$ cat src/rtl/aclink_tx_pkg.sv
package aclink_tx_pkg;

  typedef enum logic [1:0] {
    SLOT_CMD_ADDR,
    SLOT_CMD_DATA,
    SLOT_SAMPLE,
    SLOT_RESERVED
  } slot_kind_e;

  typedef enum logic [2:0] {
    SRC_NONE,
    SRC_LEFT,
    SRC_RIGHT,
    SRC_MODEM,
    SRC_IO
  } sample_src_e;

  // What a data slot carries; slot numbers count from 1.
  function automatic slot_kind_e kind_of_slot(input int s, input int last);
    if (s == 1) return SLOT_CMD_ADDR;
    if (s == 2) return SLOT_CMD_DATA;
    if ((s >= 3 && s <= 5) || s == last) return SLOT_SAMPLE;
    return SLOT_RESERVED;
  endfunction

  // Which sample input feeds a sample slot.
  function automatic sample_src_e src_of_slot(input int s, input int last);
    if (s == 3) return SRC_LEFT;
    if (s == 4) return SRC_RIGHT;
    if (s == 5) return SRC_MODEM;
    if (s == last) return SRC_IO;
    return SRC_NONE;
  endfunction

  // Frame bit index of the MSB of data slot s.
  function automatic int slot_top(input int s, input int frame_w, input int tag_w,
                                  input int slot_w);
    return frame_w - 1 - tag_w - (s - 1) * slot_w;
  endfunction

endpackage

$ cat src/rtl/aclink_frame_timer.sv
module aclink_frame_timer #(
  parameter int FRAME_W = 256,
  parameter int TAG_W   = 16,
  parameter int POS_W   = 8
) (
  input  logic             bclk,
  input  logic             rst_n,
  input  logic             shutoff_i,
  output logic             load_o,
  output logic             sync_o,
  output logic             frame_start_o,
  output logic [POS_W-1:0] pos_o
);
  localparam logic [POS_W-1:0] LAST = POS_W'(FRAME_W - 1);

  logic [POS_W-1:0] pos_q;
  logic [POS_W-1:0] pos_nxt;

  assign pos_nxt = (pos_q == LAST) ? '0 : pos_q + 1'b1;
  assign load_o  = (pos_q == LAST) && !shutoff_i;
  assign pos_o   = pos_q;

  always_ff @(posedge bclk) begin
    if (!rst_n || shutoff_i) begin
      pos_q         <= LAST;
      sync_o        <= 1'b0;
      frame_start_o <= 1'b0;
    end else begin
      pos_q         <= pos_nxt;
      sync_o        <= (int'(pos_nxt) < TAG_W);
      frame_start_o <= (pos_nxt == '0);
    end
  end
endmodule

$ cat src/rtl/aclink_frame_builder.sv
module aclink_frame_builder import aclink_tx_pkg::*; #(
  parameter int TAG_W     = 16,
  parameter int SLOT_W    = 20,
  parameter int NUM_SLOTS = 12,
  parameter int SAMPLE_W  = 16,
  parameter int IDX_W     = 7,
  parameter int CID_W     = 2,
  parameter int FRAME_W   = 256
) (
  input  logic [NUM_SLOTS:1]  slot_vld_i,
  input  logic [CID_W-1:0]    codec_id_i,
  input  logic                cmd_read_i,
  input  logic [IDX_W-1:0]    cmd_index_i,
  input  logic [SAMPLE_W-1:0] cmd_wdata_i,
  input  logic [SAMPLE_W-1:0] pcm_left_i,
  input  logic [SAMPLE_W-1:0] pcm_right_i,
  input  logic [SAMPLE_W-1:0] modem_i,
  input  logic [SAMPLE_W-1:0] io_word_i,
  output logic [FRAME_W-1:0]  frame_o
);
  localparam int FILL_W = SLOT_W - SAMPLE_W;
  localparam int ADDR_FILL_W = SLOT_W - 1 - IDX_W;

  logic             any_vld;
  logic [TAG_W-1:0] tag;

  assign any_vld = |slot_vld_i;

  always_comb begin
    tag = '0;
    if (any_vld) begin
      tag[TAG_W-1] = 1'b1;
      for (int s = 1; s <= NUM_SLOTS; s++) tag[TAG_W-1-s] = slot_vld_i[s];
      tag[CID_W-1:0] = codec_id_i;
    end
  end

  assign frame_o[FRAME_W-1 -: TAG_W] = tag;

  for (genvar s = 1; s <= NUM_SLOTS; s++) begin : g_slot
    localparam slot_kind_e  KIND = kind_of_slot(s, NUM_SLOTS);
    localparam sample_src_e SRC  = src_of_slot(s, NUM_SLOTS);
    localparam int          TOP  = slot_top(s, FRAME_W, TAG_W, SLOT_W);
    logic [SLOT_W-1:0] raw;

    if (KIND == SLOT_CMD_ADDR) begin : g_addr
      assign raw = {cmd_read_i, cmd_index_i, {ADDR_FILL_W{1'b0}}};
    end else if (KIND == SLOT_CMD_DATA) begin : g_data
      assign raw = {cmd_wdata_i, {FILL_W{1'b0}}};
    end else if (KIND == SLOT_SAMPLE && SRC == SRC_LEFT) begin : g_left
      assign raw = {pcm_left_i, {FILL_W{1'b0}}};
    end else if (KIND == SLOT_SAMPLE && SRC == SRC_RIGHT) begin : g_right
      assign raw = {pcm_right_i, {FILL_W{1'b0}}};
    end else if (KIND == SLOT_SAMPLE && SRC == SRC_MODEM) begin : g_modem
      assign raw = {modem_i, {FILL_W{1'b0}}};
    end else if (KIND == SLOT_SAMPLE && SRC == SRC_IO) begin : g_io
      assign raw = {io_word_i, {FILL_W{1'b0}}};
    end else begin : g_rsvd
      assign raw = '0;
    end

    assign frame_o[TOP -: SLOT_W] = slot_vld_i[s] ? raw : '0;
  end
endmodule

$ cat src/rtl/aclink_frame_shifter.sv
module aclink_frame_shifter #(
  parameter int FRAME_W = 256
) (
  input  logic               bclk,
  input  logic               rst_n,
  input  logic               shutoff_i,
  input  logic               load_i,
  input  logic [FRAME_W-1:0] frame_i,
  output logic               sdata_o
);
  logic [FRAME_W-1:0] shreg;

  always_ff @(posedge bclk) begin
    if (!rst_n || shutoff_i) shreg <= '0;
    else if (load_i)         shreg <= frame_i;
    else                     shreg <= {shreg[FRAME_W-2:0], 1'b0};
  end

  assign sdata_o = shreg[FRAME_W-1];
endmodule

$ cat src/rtl/aclink_frame_tx.sv
module aclink_frame_tx #(
  parameter int TAG_W     = 16,
  parameter int SLOT_W    = 20,
  parameter int NUM_SLOTS = 12,
  parameter int SAMPLE_W  = 16,
  parameter int IDX_W     = 7,
  parameter int CID_W     = 2
) (
  input  logic                bclk,
  input  logic                rst_n,
  input  logic                shutoff_i,
  input  logic [NUM_SLOTS:1]  slot_vld_i,
  input  logic [CID_W-1:0]    codec_id_i,
  input  logic                cmd_read_i,
  input  logic [IDX_W-1:0]    cmd_index_i,
  input  logic [SAMPLE_W-1:0] cmd_wdata_i,
  input  logic [SAMPLE_W-1:0] pcm_left_i,
  input  logic [SAMPLE_W-1:0] pcm_right_i,
  input  logic [SAMPLE_W-1:0] modem_i,
  input  logic [SAMPLE_W-1:0] io_word_i,
  output logic                sdata_o,
  output logic                sync_o,
  output logic                frame_start_o
);
  localparam int FRAME_W = TAG_W + NUM_SLOTS * SLOT_W;
  localparam int POS_W   = $clog2(FRAME_W);

  logic               frame_load;
  logic [POS_W-1:0]   line_pos;
  logic [FRAME_W-1:0] frame_vec;

  aclink_frame_timer #(
    .FRAME_W(FRAME_W), .TAG_W(TAG_W), .POS_W(POS_W)
  ) u_timer (
    .bclk(bclk), .rst_n(rst_n), .shutoff_i(shutoff_i),
    .load_o(frame_load), .sync_o(sync_o), .frame_start_o(frame_start_o),
    .pos_o(line_pos)
  );

  aclink_frame_builder #(
    .TAG_W(TAG_W), .SLOT_W(SLOT_W), .NUM_SLOTS(NUM_SLOTS), .SAMPLE_W(SAMPLE_W),
    .IDX_W(IDX_W), .CID_W(CID_W), .FRAME_W(FRAME_W)
  ) u_builder (
    .slot_vld_i(slot_vld_i), .codec_id_i(codec_id_i), .cmd_read_i(cmd_read_i),
    .cmd_index_i(cmd_index_i), .cmd_wdata_i(cmd_wdata_i), .pcm_left_i(pcm_left_i),
    .pcm_right_i(pcm_right_i), .modem_i(modem_i), .io_word_i(io_word_i),
    .frame_o(frame_vec)
  );

  aclink_frame_shifter #(.FRAME_W(FRAME_W)) u_shifter (
    .bclk(bclk), .rst_n(rst_n), .shutoff_i(shutoff_i), .load_i(frame_load),
    .frame_i(frame_vec), .sdata_o(sdata_o)
  );
endmodule

$ cat config.mk
export PLATFORM = sky130hd
export DESIGN_NAME = aclink_frame_tx
export DESIGN_NICKNAME = d
export VERILOG_FILES = /design/src/rtl/aclink_tx_pkg.sv /design/src/rtl/aclink_frame_timer.sv /design/src/rtl/aclink_frame_builder.sv /design/src/rtl/aclink_frame_shifter.sv /design/src/rtl/aclink_frame_tx.sv
export SDC_FILE = /design/constraint.sdc
export NUM_CORES = 1
export LEC_CHECK = 0
export ABC_AREA = 1
export BUFFER_PORTS_ARGS = -buffer_cell sky130_fd_sc_hd__buf_2
export CAP_MARGIN = 20
export CORE_ASPECT_RATIO = 2
export CORE_MARGIN = 5
export CORE_UTILIZATION = 59
export DETAILED_ROUTE_END_ITERATION = 8
export PLACE_DENSITY = 0.84
export SLEW_MARGIN = 10
export SYNTH_ARGS = -nofsm -noshare
export SYNTH_HDL_FRONTEND = slang
export SYNTH_HIERARCHICAL = 1
export SYNTH_SLANG_ARGS = --single-unit
$ cat constraint.sdc
create_clock -name bclk -period 2.3 [get_ports bclk]
set_input_delay 0.115 -clock bclk [delete_from_list [all_inputs] [get_ports bclk]]
set_output_delay 0.115 -clock bclk [all_outputs]
set_load 0.1 [all_outputs]
==> flow_summary.toml <==
[timing]
period_needed_ns = 2.041
min_period_over_period_pct = 88.75
fin_setup_tns_ns = 0
max_freq_ghz = 0.4899
maxSlewViolCount = 0
skew_ns = 0.005651
worst_slew_pin_slew_ns = 0.5467
rsz0062_at_grt = "false"
hold_slack_ns = 0.01658
hold_viol_final = 0
setup_viol = 0
slew_headroom_pct = 63.55

[finish]
syn_to_final_growth_pct = 12.46
seq_area_um2 = 5325
drive_above_1_share_pct = 11.56
fill_cells = 1464
utilization_pct = 67.13
nets = 1787
multi_input_comb_area_um2 = 4519

[worst_setup_path]
worst_r2r_startpoint = "u_timer/pos_o[0]"
worstRegToRegCells = 8
start_kind = "flip-flop"
crit_fanout = 117
crit_type = "reg -> reg"
crit_chain = "ha_1, nand2_2, nor2_2, nand2_2, nor2_4, buf_12, nand2_1, a21oi_1"
timing.rr.end = "u_shifter/shreg[179]"
worstSetupEndpointType = "flip-flop"
arrival_ns = 2.44
cpMaxStageDelayCell = "buf_12"
reg2reg_setup_slack_ns = 0.26
cp_common_cell = "nand2_2"
slowest_delay_ns = 0.41
worstPathRequired_ns = 2.70

[hold_path]
min_from = "pcm_right_i[6]"
hold_class = "in -> reg"
min_path_cells = 5
whs_endpoint = "u_shifter/shreg[170]"

[global_routing]
grt_use_met2_pct = 36.39
grt-busiest-layer = "met2"
antenna_found_initial = 2
track_usage_pct = 19.91
use_met3_pct = 3.133
grt_overflow = 0
grt_start_max_net_pins = 118
grt_pass1_vias = 8844
met1_usage_pct = 22.43
grt_pass1_wl_um = 38270

[floorplan]
die_w_um = 109.0
core_um2 = 19370
rows = 72
io_pins = 108
design.die.area_um2 = 22660
die_h_um = 208.0
start_util_pct = 59.69

[power]
power_density_nw_per_um2 = 737.4
leakage_uw = 0.005557
ir_drop_mv = 0.5050

[drt]
avgRoutedWirePerCell_um = 11.63
ant_nets = 0
drcViolationCount = 0
viasPerCell = 4.589
routed-via-count = 8981
first_iter_violations = 604
wl_um = 22770
drt-pass1-iter-count = 5

[clock_network]
cts_resized = 0
clockRootBuffer = "clkbuf_16"
clock_latency_ns = 0.49
htreeDepth = 1
clock_path_buffers = 3
clkTransAtPathRegs_ns = 0.06
cts.sinks = 266
cts_tree = "done"
cts_buffers = 23

[synth]
synth_cell_types = 25
synth_area_leaders = "dfxtp_1 (46%), nand2_1 (20%), buf_4 (11%)"
synth_ff_type = "dfxtp_1"
synth-seq-area-share_pct = 46.06
yosys_warnings = 6
async_flop_share_pct = 0
syn_area_per_cell_um2 = 7.488
synthCells = 1544
ys_seq_elements = 266
yosysTopAreaCellShare_pct = 46.06
yosysMostFrequentCell = "nand2_1"
synth_common_cells = "nand2_1 (609), dfxtp_1 (266), a21oi_1 (247)"
syn_area_um2 = 11560
synth_edf_count = 0
yosys.area.top_type = "dfxtp_1"

[job]
maxCapViolations = 0

[placed_design]
hpwl_um = 12160
gp_congestion = 0.7703
io_buffers = 107

[outcome]
run_status = "finished, final reports clean"
## final cells by class
| type | count | area share (%) |
|---|---|---|
| timing repair buffer | 222 | 13.34 |
| sequential | 266 | 40.96 |
| antenna | 2 | 0.03849 |
| clock buffer | 38 | 5.322 |
| multi-input combinational | 1067 | 34.76 |
| tap | 259 | 2.493 |
| inverter | 101 | 2.954 |
| clock inverter | 2 | 0.1347 |
## critical path, delay by kind of cell (launching register included)
| kind | cells | cell delay [ns] |
|---|---|---|
| DFF | 1 | 0.38 |
| buffers and inverters | 1 | 0.41 |
| AOI/OAI and AO/OA | 1 | 0.22 |
| adders and majority gates | 1 | 0.21 |
| and+or+nand+nor | 5 | 0.69 |
## logic make-up after synthesis
logic type | Yosys count | share of synthesized area, %
other cells | 1 | 0.03244
simple gates | 651 | 22.18
compound gates | 262 | 11.71
fa+ha+maj | 1 | 0.1082
buf+inv | 363 | 19.91
flops | 266 | 46.06
## layer usage
layer | share of wire [%] | up-vias | wire (µm)
met5 | 0 | - | 0
li1 | - | 4690 | -
met3 | 4.7 | 64 | 1068
met2 | 53 | 223 | 11990
met1 | 40 | 4004 | 9010
met4 | 3.1 | 0 | 698
## what timing repair did
| item | CTS | global route |
|---|---|---|
| setup buffers | 0 | 0 |
| endpoints found under the hold margin | 104 | 0 |
| hold buffers | 99 | 0 |
## sequential cells by signal, summed over array words and instances, names as in the netlist
| name | flops |
|---|---|
| u_shifter/shreg | 256 |
| u_timer/frame_start_o | 1 |
| u_timer/pos_o | 8 |
| u_timer/sync_o | 1 |
## cell usage in the layout, fill, tap and decap left out, types with 4 or more instances in the layout
cell type / instances
nand2_1: 608
dfxtp_1: 266
a21oi_1: 247
conb_1: 153
buf_2: 107
inv_1: 100
dlygate4sd3_1: 99
clkbuf_16: 23
nand2_2: 14
a21oi_2: 10
clkbuf_1: 9
buf_4: 9
nor2_1: 8
buf_12: 7
clkbuf_8: 6
nor2_2: 5
nand3_2: 5
nor2_4: 4
## how the worst max path moves through the flow
stage	from	endpoint	slack [ns]
finish	u_timer/pos_o[0]	u_shifter/shreg[179]	0.26
global route	u_timer/pos_o[0]	u_shifter/shreg[179]	0.1
CTS	u_timer/pos_o[0]	u_shifter/shreg[241]	0.34
detailed placement	u_timer/pos_o[0]	u_shifter/shreg[241]	0.35
global placement	u_timer/pos_o[0]	u_shifter/shreg[251]	0.48
floorplan	u_timer/pos_o[0]	u_shifter/shreg[51]	0.67
## report_power, final
group,total (µW),switching (µW),internal [µW]
clock,3630,1580,2050
sequential,4760,40.2,4720
combinational,1200,763,432
## stage by stage
step / total power, µW / std cells / instance area (µm²) / setup WS [ns]
2_1_floorplan: 5958 / 1696 / 12130 / 0.6690
3_3_place_gp: 5880 / 1816 / 11300 / 0.4828
3_5_place_dp: 5895 / 1816 / 11300 / 0.3465
4_1_cts: 9647 / 1955 / 13000 / 0.3435
5_1_grt: 10040 / 1957 / 13000 / 0.09998
6_report: 9587 / 1957 / 13000 / 0.2588
(Power assumes the default switching activity.)
